--- config.mk ---
export PLATFORM = sky130hd
export DESIGN_NAME = rtc_bcd_clock
export DESIGN_NICKNAME = d
export VERILOG_FILES = /design/src/rtl/rtc_pkg.sv /design/src/rtl/rtc_tick_div.sv /design/src/rtl/rtc_time_core.sv /design/src/rtl/rtc_reg_bank.sv /design/src/rtl/rtc_bcd_clock.sv
export SDC_FILE = /design/constraint.sdc
export NUM_CORES = 1
export LEC_CHECK = 0
export ABC_CLOCK_PERIOD_IN_PS = 3420
export BUFFER_PORTS_ARGS = -buffer_cell sky130_fd_sc_hd__buf_2
export CORE_MARGIN = 1
export CORE_UTILIZATION = 62
export DETAILED_ROUTE_END_ITERATION = 12
export PLACE_DENSITY = 0.78
export SYNTH_ARGS = -nofsm -noshare
export SYNTH_HDL_FRONTEND = slang
export SYNTH_SLANG_ARGS = --single-unit
--- constraint.sdc ---
create_clock -name clk -period 3.42 [get_ports clk]
set_input_delay 0.342 -clock clk [delete_from_list [all_inputs] [get_ports clk]]
set_output_delay 0.342 -clock clk [all_outputs]
set_load 0.005 [all_outputs]
--- src/rtl/rtc_pkg.sv ---
package rtc_pkg;

  typedef struct packed {
    logic [7:0] year;
    logic [7:0] month;
    logic [7:0] date;
    logic [7:0] day;
    logic [7:0] hour;
    logic [7:0] minute;
    logic [7:0] second;
  } rtc_time_t;

  localparam int TIME_BYTES = 7;

  function automatic rtc_time_t time_at_reset();
    rtc_time_t t;
    t.year   = 8'h00;
    t.month  = 8'h01;
    t.date   = 8'h01;
    t.day    = 8'h01;
    t.hour   = 8'h00;
    t.minute = 8'h00;
    t.second = 8'h00;
    return t;
  endfunction

  // BCD +1 on a two-digit value; the caller handles the upper limit
  function automatic logic [7:0] bcd_inc(input logic [7:0] v);
    if (v[3:0] >= 4'd9) return {v[7:4] + 4'd1, 4'd0};
    return {v[7:4], v[3:0] + 4'd1};
  endfunction

  // divisible by four: even tens with ones 0/4/8, odd tens with ones 2/6
  function automatic logic leap_year(input logic [7:0] y);
    if (!y[4]) return (y[3:0] == 4'd0) || (y[3:0] == 4'd4) || (y[3:0] == 4'd8);
    return (y[3:0] == 4'd2) || (y[3:0] == 4'd6);
  endfunction

  function automatic logic [7:0] month_len(input logic [7:0] m, input logic [7:0] y);
    case (m)
      8'h02:                     return leap_year(y) ? 8'h29 : 8'h28;
      8'h04, 8'h06, 8'h09, 8'h11: return 8'h30;
      default:                   return 8'h31;
    endcase
  endfunction

endpackage

--- src/rtl/rtc_tick_div.sv ---
module rtc_tick_div #(
  parameter int DIV = 32768
) (
  input  logic clk,
  input  logic rst,
  input  logic ref_en,
  input  logic hold,
  output logic tick
);
  localparam int CW = (DIV > 1) ? $clog2(DIV) : 1;
  localparam logic [CW-1:0] LAST = CW'(DIV - 1);

  logic [CW-1:0] cnt;

  always_ff @(posedge clk) begin
    if (rst || hold) begin
      cnt  <= '0;
      tick <= 1'b0;
    end else if (ref_en) begin
      if (cnt == LAST) begin
        cnt  <= '0;
        tick <= 1'b1;
      end else begin
        cnt  <= cnt + 1'b1;
        tick <= 1'b0;
      end
    end else begin
      tick <= 1'b0;
    end
  end
endmodule

--- src/rtl/rtc_time_core.sv ---
module rtc_time_core
  import rtc_pkg::*;
(
  input  logic      clk,
  input  logic      rst,
  input  logic      tick,
  input  logic      stop,
  input  rtc_time_t load_val,
  output rtc_time_t cnt_o
);
  rtc_time_t cur, nxt;
  logic      stop_q;
  logic      load;

  assign load  = stop_q && !stop;
  assign cnt_o = cur;

  always_comb begin
    nxt = cur;
    if (cur.second >= 8'h59) begin
      nxt.second = 8'h00;
      if (cur.minute >= 8'h59) begin
        nxt.minute = 8'h00;
        if (cur.hour >= 8'h23) begin
          nxt.hour = 8'h00;
          nxt.day  = (cur.day >= 8'h07) ? 8'h01 : bcd_inc(cur.day);
          if (cur.date >= month_len(cur.month, cur.year)) begin
            nxt.date = 8'h01;
            if (cur.month >= 8'h12) begin
              nxt.month = 8'h01;
              nxt.year  = (cur.year >= 8'h99) ? 8'h00 : bcd_inc(cur.year);
            end else begin
              nxt.month = bcd_inc(cur.month);
            end
          end else begin
            nxt.date = bcd_inc(cur.date);
          end
        end else begin
          nxt.hour = bcd_inc(cur.hour);
        end
      end else begin
        nxt.minute = bcd_inc(cur.minute);
      end
    end else begin
      nxt.second = bcd_inc(cur.second);
    end
  end

  always_ff @(posedge clk) begin
    if (rst) begin
      cur    <= time_at_reset();
      stop_q <= 1'b0;
    end else begin
      stop_q <= stop;
      if (load)              cur <= load_val;
      else if (tick && !stop) cur <= nxt;
    end
  end
endmodule

--- src/rtl/rtc_reg_bank.sv ---
module rtc_reg_bank
  import rtc_pkg::*;
#(
  parameter int              ADDR_W = 13,
  parameter logic [ADDR_W-1:0] BASE = 13'h1FF8
) (
  input  logic              clk,
  input  logic              rst,
  input  logic              ce_n,
  input  logic              oe_n,
  input  logic              we_n,
  input  logic [ADDR_W-1:0] addr,
  input  logic [7:0]        wdata,
  input  logic              copy_req,
  input  rtc_time_t         cnt_in,
  output logic [7:0]        rdata,
  output logic              rdata_oe,
  output logic [7:0]        ctrl_o,
  output rtc_time_t         time_o
);
  localparam int NB = TIME_BYTES + 1;
  localparam int IW = $clog2(NB);

  logic [7:0] regs [0:NB-1];
  logic [7:0] cnt_bytes [0:NB-1];
  logic [7:0] rst_bytes [0:NB-1];
  logic       in_win, wr_hit, rd_hit, copy_en;
  logic [IW-1:0] idx;
  rtc_time_t  rst_t;

  assign rst_t  = time_at_reset();
  assign in_win = (addr[ADDR_W-1:IW] == BASE[ADDR_W-1:IW]);
  assign idx    = addr[IW-1:0];
  assign wr_hit = !ce_n && !we_n && in_win;
  assign rd_hit = !ce_n && we_n && in_win;
  assign ctrl_o = regs[0];
  assign copy_en = copy_req && !regs[0][7] && !regs[0][6];

  assign cnt_bytes[0] = 8'h00;
  assign rst_bytes[0] = 8'h00;

  genvar g;
  generate
    for (g = 1; g < NB; g++) begin : g_byte
      assign cnt_bytes[g]       = cnt_in[8*g-1 -: 8];
      assign rst_bytes[g]       = rst_t[8*g-1 -: 8];
      assign time_o[8*g-1 -: 8] = regs[g];

      always_ff @(posedge clk) begin
        if (rst)                            regs[g] <= rst_bytes[g];
        else if (wr_hit && idx == IW'(g))   regs[g] <= wdata;
        else if (copy_en)                   regs[g] <= cnt_bytes[g];
      end
    end
  endgenerate

  always_ff @(posedge clk) begin
    if (rst)                        regs[0] <= rst_bytes[0];
    else if (wr_hit && idx == '0)   regs[0] <= wdata;
  end

  always_ff @(posedge clk) begin
    if (rst) begin
      rdata    <= 8'h00;
      rdata_oe <= 1'b0;
    end else begin
      rdata    <= rd_hit ? regs[idx] : 8'h00;
      rdata_oe <= rd_hit && !oe_n;
    end
  end
endmodule

--- src/rtl/rtc_bcd_clock.sv ---
module rtc_bcd_clock
  import rtc_pkg::*;
#(
  parameter int                ADDR_W   = 13,
  parameter logic [ADDR_W-1:0] CLK_BASE = 13'h1FF8,
  parameter int                REF_DIV  = 32768
) (
  input  logic              clk,
  input  logic              rst,
  input  logic              ref_en,
  input  logic              ce_n,
  input  logic              oe_n,
  input  logic              we_n,
  input  logic [ADDR_W-1:0] addr,
  input  logic [7:0]        wdata,
  output logic [7:0]        rdata,
  output logic              rdata_oe
);
  logic      tick_q, tick_d;
  logic [7:0] ctrl_q;
  rtc_time_t cnt_q, time_q;

  rtc_tick_div #(.DIV(REF_DIV)) u_div (
    .clk(clk), .rst(rst), .ref_en(ref_en), .hold(ctrl_q[6]), .tick(tick_q)
  );

  rtc_time_core u_core (
    .clk(clk), .rst(rst), .tick(tick_q), .stop(ctrl_q[6]),
    .load_val(time_q), .cnt_o(cnt_q)
  );

  always_ff @(posedge clk) begin
    if (rst) tick_d <= 1'b0;
    else     tick_d <= tick_q;
  end

  rtc_reg_bank #(.ADDR_W(ADDR_W), .BASE(CLK_BASE)) u_regs (
    .clk(clk), .rst(rst), .ce_n(ce_n), .oe_n(oe_n), .we_n(we_n),
    .addr(addr), .wdata(wdata), .copy_req(tick_d), .cnt_in(cnt_q),
    .rdata(rdata), .rdata_oe(rdata_oe), .ctrl_o(ctrl_q), .time_o(time_q)
  );
endmodule

==> results of run 1 <==
where the power goes:
part / total [µW] / internal (µW) / leakage [µW] / switching (µW)
sequential: 1920 / 1880 / 0.00128 / 46.4
combinational: 252 / 87.0 / 0.00163 / 165
clock: 1840 / 1130 / 0.000277 / 717
worst register-to-register path, cell delays in order, from the launching register on:
cell and delay [ps]:
dfxtp_1 400, inv_1 100, ha_1 220, mux2_2 260, nand3_1 80, a21boi_1 80
a21oi_1 160, ha_1 240, or4b_4 530, o221a_4 310, nor3_4 300, nor2_1 100
a211oi_1 260
cells by family (layout without fill, tap and decap cells):
logic type,Yosys count,after routing,share of synthesized area
xor gates and xnor gates,19,19,0.0205
muxes,26,26,0.0570
AOI/OAI and AO/OA,250,250,0.235
buffers and inverters,82,124,0.0399
adders and majority gates,44,44,0.0678
DFF,147,147,0.441
and+or+nand+nor,212,212,0.139
state kept, by name (all words and copies together), names as in the netlist:
register / flops
tick_d: 1
u_core.cnt_o: 56
u_core.stop_q: 1
u_div.cnt: 15
u_div.tick: 1
u_regs.rdata: 8
u_regs.rdata_oe: 1
u_regs.regs: 64
through the flow:
stage / power (µW) / cell area [µm²] / instances / setup WS [ps] / util
after floorplan: 2100 / 8120 / 780 / 567 / -
after global placement: 2190 / 8460 / 962 / 354 / 0.668
after detailed placement: 2200 / 8460 / 962 / 250 / 0.668
after CTS: 4010 / 9030 / 994 / 245 / 0.713
after global routing: 4120 / 9030 / 994 / 69.9 / 0.713
final: 4020 / 9030 / 994 / 271 / 0.713
how the worst min path moves through the flow:
stage                                             to  cells after the start                 startpoint  slack [ps]
after floorplan           u_regs.rdata_oe$_SDFF_PP0_                      1                       oe_n         410
after global placement     u_div.cnt[1]$_SDFFE_PP0P_                      2  u_div.cnt[1]$_SDFFE_PP0P_         480
after detailed placement           tick_d$_SDFF_PP0_                      1      u_div.tick$_SDFF_PP0_         500
after CTS                 u_regs.rdata_oe$_SDFF_PP0_                      2                       oe_n          80
after global routing      u_regs.rdata_oe$_SDFF_PP0_                      2                       oe_n          90
final                     u_regs.rdata_oe$_SDFF_PP0_                      2                       oe_n          90
placed cells by master, fill, tap and decap left out, types with 23 or more instances in the layout:
master,n
a22o_1,53
nor3_1,26
nand2_1,29
inv_1,44
edfxtp_1,64
a21oi_1,36
o21ai_0,23
buf_2,35
ha_1,44
dfxtp_1,83
a211oi_1,26
nor2_1,67
per-layer routing:
| layer | vias up | wire [µm] | global-route usage |
|---|---|---|---|
| met3 | 56 | 2440 | 0.0820 |
| met5 | - | 14 | 0 |
| li1 | 3077 | - | - |
| met4 | 2 | 713 | 0.154 |
| met1 | 3340 | 9060 | 0.469 |
| met2 | 403 | 10100 | 0.516 |
layout make-up:
cell class	count	area, µm²	area share
clock buffer	18	429	0.0475
clock inverter	14	144	0.0159
inverter	44	165	0.0183
multi-input combinational	551	4220	0.467
sequential	147	3580	0.397
tap	172	215	0.0238
timing repair buffer	48	273	0.0302
==> results_dict.tcl, run 1 <==
set metrics [dict create \
    cts_setup_buffers 0 \
    max_stage_delay_ps 530 \
    fp.dieArea_mm2 0.0136 \
    synth_top_area_frac 0.237 \
    dp_hpwl_um 15700 \
    worst_pin_slew_ps 1150 \
    final.setup.tns_ps 0 \
    ios 36 \
    drive_above_1_share 0.145 \
    clock_skew_ps 8.54 \
    cp_num_buf_inv 1 \
    start_util 0.641 \
    crit_type "reg -> reg" \
    final_nets 880 \
    yosys_warnings 0 \
    crit_end "u_core.cnt_o[36]$_SDFFE_PP0P_" \
    die_y_um 116 \
    gr-total-overflow 0 \
    cts.path.max_buffers 2 \
    cts.sinks 147 \
    clk_pin_slew_ps 60 \
    yosysTopAreaCell "edfxtp_1" \
    ys_ff_latch 147 \
    drc 0 \
    powerDensity_mw_per_mm2 445 \
    syn_area_per_cell_um2 10.4 \
    syn_nets 851 \
    grt_pass1_vias 6336 \
    start_kind "register" \
    place.gp.congestion 0.942 \
    yosysMostFrequentCell "dfxtp_1" \
    row_count 41 \
    cts_max_level 4 \
    crit_start "u_core.cnt_o[44]$_SDFFE_PP0P_" \
    outcome "finished clean" \
    clockRootBuffer "clkbuf_16" \
    fillers 934 \
    arrival_ps 3470 \
    p_leak_uw 0.00318 \
    grt_max_degree 67 \
    layout_min_cycle_time_ps 3150 \
    diodes 0 \
    grt_antenna_before_repair 1 \
    grt_usage 0.342 \
    end_kind "register" \
    cp_max_fo 7 \
    r2r_start "u_core.cnt_o[44]$_SDFFE_PP0P_" \
    drv_cap 0 \
    synthCells 780 \
    critical_path.top_delay_family "simple AND/OR/NAND/NOR gates" \
    reg2reg_to "u_core.cnt_o[36]$_SDFFE_PP0P_" \
    numCtsBuffers 17 \
    port_buffers 35 \
    critPathMostFrequentCell "ha_1" \
    hold_violations 0 \
    cts-hold-fix-buffers 0 \
    dieWidth_um 116 \
    dr.pass1.iters 5 \
    cts_tree "done" \
    clkLatencyLatePin_ps 420 \
    seq_area_frac_synth 0.441 \
    cp.depth 12 \
    routedWlPerCell_um 22.5 \
    yosys-top-cells-area "edfxtp_1 24%, dfxtp_1 20%, ha_1 6.8%, a22o_1 5.7%, mux4_2 4.4%" \
    period_share 0.921 \
    synthArstFlopShare 0 \
    post_cts_resized 0 \
    cp_data_required_time_ps 3750 \
    rsz0062_at_grt "no" \
    vias 6878 \
    areaGrowthSynthToFinish_pct 11.2 \
    setup_viol_count_final 0 \
    slew_headroom 0.226 \
    core_mm2 0.0127 \
    rr_worst_depth 12 \
    r2r_setup_slack_ps 270 \
    ir_drop_uv 324 \
    viasPerCell 6.92 \
    synth_area_mm2 0.00812 \
    wl_um 22400 \
    slew_viol_final 0 \
    hp-class "in -> reg" \
    drt-initial-drc-count 981 \
    synth_cell_type_count 68 \
    ys.flop_type "dfxtp_1" \
    synthTopCellsByCount "83 x dfxtp_1, 67 x nor2_1, 64 x edfxtp_1" \
    grt_pass1_wl_um 34100 \
    crit_chain "inv_1 > ha_1 > mux2_2 > nand3_1 > a21boi_1 > a21oi_1 > ha_1 > or4b_4 > o221a_4 > nor3_4 > nor2_1 > a211oi_1" \
    fmax_ghz 0.318 \
    synth_enable_flop_cells 64 \
    cp_slowest_cell "or4b_4" \
    drtAntennaViolNets 0 \
    fin_hold_ws_ps 85.8 \
]
Power figures use the tool's default switching activity.
==> run 2, diff against run 1 <==
--- a/config.mk
+++ b/config.mk
@@ -8,9 +8,10 @@
 export ABC_CLOCK_PERIOD_IN_PS = 3420
 export BUFFER_PORTS_ARGS = -buffer_cell sky130_fd_sc_hd__buf_2
 export CORE_MARGIN = 1
-export CORE_UTILIZATION = 62
+export CORE_UTILIZATION = 63
 export DETAILED_ROUTE_END_ITERATION = 12
-export PLACE_DENSITY = 0.78
+export PLACE_DENSITY = 0.79
 export SYNTH_ARGS = -nofsm -noshare
 export SYNTH_HDL_FRONTEND = slang
+export SYNTH_HIERARCHICAL = 1
 export SYNTH_SLANG_ARGS = --single-unit
==> run 2 against run 1 <==
Power is 0.52% lower. Sequential power hardly changed. Via count is 8.3% higher. Routed wire length is 4.3% higher. Sequential cell count stayed put. Design area is 5.3% higher. Final cell count is 9.9% higher. Clock power is 2% lower. Critical path type unchanged. Critical endpoint is now u_core/cnt_o[34]$_SDFFE_PP0P_. Largest power group unchanged.
==> results_dict.tcl, run 2 <==
set metrics [dict create \
    outcome "finished clean" \
    fp.dieArea_mm2 0.0144 \
    final.setup.tns_ps 0 \
    cts_max_level 4 \
    largest_register_ffs 64 \
    start_kind "register" \
    clkLatencyLatePin_ps 430 \
    utilization 0.710 \
    row_count 42 \
    ys_ff_latch 147 \
    period_share 0.911 \
    core_mm2 0.0134 \
    cts.path.max_buffers 2 \
    dpl.cell_count 1060 \
    numCtsBuffers 17 \
    yosysTopAreaCell "edfxtp_1" \
    synth_top_area_frac 0.219 \
    slew_headroom 0.470 \
    layout_min_cycle_time_ps 3120 \
    cts.sinks 147 \
    powerDensity_mw_per_mm2 421 \
    hold_violations 0 \
    ys.flop_type "dfxtp_1" \
    drc 0 \
    rr_worst_depth 12 \
    ios 36 \
    syn_nets 964 \
    setup_viol_count_final 0 \
    arrival_ps 3450 \
    place.gp.congestion 0.889 \
    slew_viol_final 0 \
    clk_pin_slew_ps 60 \
    yosys-top-cells-area "edfxtp_1 22%, dfxtp_1 19%, mux2i_1 7.5%, ha_1 6.3%, nand2_1 4.2%" \
    layout_common_cells "99 x nand2_1, 83 x dfxtp_1, 66 x nor2_1, 66 x mux2i_1, 64 x edfxtp_1" \
    dp_hpwl_um 16300 \
    syn_area_per_cell_um2 9.81 \
    drt-initial-drc-count 1018 \
    clock_skew_ps 7.47 \
    wl_um 23300 \
    drv_cap 0 \
    final_common_cell "nand2_1" \
    cts_setup_buffers 0 \
    clockRootBuffer "clkbuf_16" \
    diodes 0 \
    cp_max_fo 4 \
    die_y_um 120 \
    final_nets 974 \
    seq_area_frac_synth 0.409 \
    pre_cts_ws_ps 342 \
    crit_type "reg -> reg" \
    worst_pin_slew_ps 795 \
    fmax_ghz 0.321 \
    grt_antenna_before_repair 0 \
    fin_hold_ws_ps 78.1 \
    dr.pass1.iters 6 \
    start_util 0.654 \
    cts-hold-fix-buffers 0 \
    synthArstFlopShare 0 \
    vias 7452 \
    grt_pass1_vias 6928 \
    layout_setup_ws_ps 304 \
    dieWidth_um 120 \
    drtAntennaViolNets 0 \
    cts_tree "done" \
    top_register "u_regs/regs" \
    yosys_warnings 6 \
    synth_area_mm2 0.00876 \
    viasPerCell 6.82 \
    worstHoldPathCells 2 \
    post_cts_resized 0 \
    end_kind "register" \
    drive_above_1_share 0.130 \
    grt_usage 0.333 \
    synth_enable_flop_cells 64 \
    synth_cell_type_count 85 \
    routedWlPerCell_um 21.4 \
    fillers 989 \
    synthCells 893 \
    gr-total-overflow 0 \
    grt_max_degree 39 \
    grt_pass1_wl_um 36700 \
    port_buffers 35 \
    areaGrowthSynthToFinish_pct 8.54 \
    finalNonFillerCells 1092 \
    ir_drop_uv 337 \
    cp_data_required_time_ps 3750 \
    rsz0062_at_grt "no" \
    p_leak_uw 0.00365 \
    yosysMostFrequentCell "nand2_1" \
    synthTopCellsByCount "99 x nand2_1, 83 x dfxtp_1, 66 x mux2i_1, 66 x nor2_1, 64 x edfxtp_1" \
    hp-class "in -> reg" \
]
==> run 2: final timing paths <==
check                                                     end  slack [ps]                           from
worst min-delay path               u_regs/rdata_oe$_SDFF_PP0_          80                           oe_n
worst max register to register  u_core/cnt_o[34]$_SDFFE_PP0P_         300  u_core/cnt_o[45]$_SDFFE_PP0P_
worst max-delay path            u_core/cnt_o[34]$_SDFFE_PP0P_         300  u_core/cnt_o[45]$_SDFFE_PP0P_
worst min register to register              tick_d$_SDFF_PP0_         500          u_div/tick$_SDFF_PP0_
==> run 2: kinds of logic (layout without fill, tap and decap cells) <==
family,Yosys count,count (layout),synth area share
simple gates,311,311,0.190
compound gates,191,191,0.163
flops,147,147,0.409
buf+inv,104,127,0.0588
mux,78,78,0.0986
fa+ha+maj,44,44,0.0628
xor+xnor,18,18,0.0180
==> run 2: power breakdown <==
group          switching [µW]  leakage (µW)  internal [µW]
combinational             195       0.00210           87.8
clock                     732      0.000272           1070
sequential               40.8       0.00128           1880
==> run 2: per-layer routing <==
layer	vias to the layer above	GRT usage	part of all wire
met1	3533	0.446	0.41
met2	493	0.516	0.46
li1	3348	-	-
met4	0	0.161	0.035
met5	-	0	0
met3	78	0.0656	0.10
==> run 2: worst max-delay path: stages (launching register included) <==
cell and delay, ps:
dfxtp_1 340, inv_1 110, ha_1 170, nor2b_1 180, nand4b_1 220, nor3_1 260
a31oi_1 60, ha_1 290, nor4b_1 350, o2111ai_1 250, a21oi_1 380, a32oi_1 160
o32ai_1 240
==> run 2: final cells by class <==
class | instances | area, µm² | share of cell area
well taps | 176 | 220 | 0.0232
clock inverters | 14 | 138 | 0.0145
clock buffers | 18 | 429 | 0.0451
inverters | 44 | 165 | 0.0174
repair buffers | 51 | 295 | 0.0311
multi-input cells | 642 | 4680 | 0.492
flip-flops and latches | 147 | 3580 | 0.377
==> run 2: through the flow <==
| step | power (µW) | cell area, µm² |
|---|---|---|
| floorplan | 2130 | 8760 |
| global placement | 2210 | 8940 |
| detailed placement | 2220 | 8940 |
| CTS | 4000 | 9510 |
| global route | 4100 | 9510 |
| finish | 4000 | 9510 |
==> run 3, diff against run 2 <==
--- a/config.mk
+++ b/config.mk
@@ -11,6 +11,7 @@
 export CORE_UTILIZATION = 63
 export DETAILED_ROUTE_END_ITERATION = 12
 export PLACE_DENSITY = 0.79
+export REMOVE_ABC_BUFFERS = 1
 export SYNTH_ARGS = -nofsm -noshare
 export SYNTH_HDL_FRONTEND = slang
 export SYNTH_HIERARCHICAL = 1
==> run 3 against run 2 <==
Sequential power hardly changed. Global-route usage is 1.5 points higher. Count of clock-buffer cells in the layout is 9 higher. Design area is 0.20% higher. Die area stayed put. Largest power group unchanged. Fmax is 0.75% higher. Clock power hardly changed. Non-clock buffer count is 4 higher. Worst hold slack worse by 8.2 ps. Utilization is 0.14 points higher.
==> results_dict.tcl, run 3 (same netlist as run 2, synthesis figures left out) <==
set metrics [dict create \
    vias 7479 \
    drc 0 \
    grt_usage 0.348 \
    grt_antenna_before_repair 0 \
    hold_violations 0 \
    row_count 42 \
    final_nets 978 \
    hp-class "in -> reg" \
    outcome "finished clean" \
    layout_setup_ws_ps 327 \
    final_common_cell "nand2_1" \
    clock_skew_ps 8.89 \
    wl_um 24100 \
    diodes 0 \
    largest_register_ffs 64 \
    cp_data_required_time_ps 3740 \
    dp_hpwl_um 16700 \
    ios 36 \
    period_share 0.904 \
    p_leak_uw 0.00366 \
    top_register "u_regs/regs" \
    post_cts_resized 0 \
    die_y_um 120 \
    crit_start "u_core/cnt_o[45]$_SDFFE_PP0P_" \
    core_mm2 0.0134 \
    start_kind "register" \
    r2r_setup_slack_ps 330 \
    pre_cts_ws_ps 408 \
    slew_headroom 0.411 \
    r2r_start "u_core/cnt_o[45]$_SDFFE_PP0P_" \
    end_kind "register" \
    worst_pin_slew_ps 884 \
    port_buffers 35 \
    dr.pass1.iters 8 \
    areaGrowthSynthToFinish_pct 8.76 \
    ir_drop_uv 339 \
    reg2reg_to "u_core/cnt_o[54]$_SDFFE_PP0P_" \
    worstHoldPathCells 2 \
    crit_type "reg -> reg" \
    cts_max_level 4 \
    start_util 0.654 \
    rr_worst_depth 12 \
    cts.sinks 147 \
    drive_above_1_share 0.128 \
    setup_viol_count_final 0 \
    hold_start "oe_n" \
    layout_min_cycle_time_ps 3090 \
    clkLatencyLatePin_ps 420 \
    final.setup.tns_ps 0 \
    powerDensity_mw_per_mm2 417 \
    arrival_ps 3420 \
    drt-initial-drc-count 943 \
    rsz0062_at_grt "no" \
    cts-hold-fix-buffers 0 \
    viasPerCell 6.82 \
    layout_common_cells "99 x nand2_1, 83 x dfxtp_1, 66 x nor2_1, 66 x mux2i_1, 64 x edfxtp_1" \
    drtAntennaViolNets 0 \
    fmax_ghz 0.323 \
    clockRootBuffer "clkbuf_16" \
    numCtsBuffers 17 \
    cts.path.max_buffers 2 \
    grt_pass1_vias 7311 \
    grt_pass1_wl_um 38600 \
    cts_tree "done" \
    drv_cap 0 \
    place.gp.congestion 0.899 \
    gr-total-overflow 0 \
    cp_max_fo 6 \
    slew_viol_final 0 \
    routedWlPerCell_um 22.0 \
    grt_max_degree 33 \
    fp.dieArea_mm2 0.0144 \
    dieWidth_um 120 \
    cts_setup_buffers 0 \
    hold_end "u_regs/rdata_oe$_SDFF_PP0_" \
    clk_pin_slew_ps 60 \
]
## run 3: area by class of cell
cell class              count  area, µm²
multi-input cells         642       4680
fillers                   994       3870
flip-flops and latches    147       3580
clock buffers              27        503
repair buffers             55        325
well taps                 176        220
inverters                  44        165
clock inverters             5       52.6
## run 3: through the flow
stage                     area (µm²)  utilization  total power [µW]  hold slack (ps)  std cells
after floorplan                 8410            -              2090              406        833
after global placement          8970        0.669              2220              459       1064
after detailed placement        8970        0.669              2230              457       1064
after CTS                       9530        0.711              3970             60.0       1096
after global routing            9530        0.711              4070             74.9       1096
final                           9530        0.711              3970             69.9       1096
## run 3: worst max-delay path by stage
stage	slack, ps	to
2_1_floorplan	80	u_regs/regs[4][0]$_DFFE_PP_
3_3_place_gp	500	u_core/cnt_o[34]$_SDFFE_PP0P_
3_5_place_dp	410	u_core/cnt_o[54]$_SDFFE_PP0P_
4_1_cts	390	u_core/cnt_o[54]$_SDFFE_PP0P_
5_1_grt	30	u_core/cnt_o[54]$_SDFFE_PP0P_
6_report	330	u_core/cnt_o[54]$_SDFFE_PP0P_
## run 3: metal layers
layer | global-route usage | vias to the layer above | share of wire
li1 | - | 3353 | -
met1 | 0.454 | 3596 | 0.40
met2 | 0.547 | 440 | 0.46
met3 | 0.0689 | 90 | 0.089
met4 | 0.177 | 0 | 0.048
met5 | 0 | - | 0
## run 3: critical path: stages (launching register included)
cell and delay [ps]:
dfxtp_1 340, inv_1 120, ha_1 210, mux2_2 160, nand2_1 40, o21ai_0 270, a21oi_1 140, ha_1 330
nand2_1 80, o2111a_2 330, nor4_4 510, nand2_2 160, o32ai_1 320
## run 3: power breakdown
| group | internal, µW | switching [µW] | leakage [µW] | total (µW) |
|---|---|---|---|---|
| Clock | 1080 | 693 | 0.000271 | 1770 |
| Combinational | 89.7 | 199 | 0.00211 | 288 |
| Sequential | 1880 | 37.9 | 0.00128 | 1910 |
| Total | 3040 | 929 | 0.00366 | 3970 |
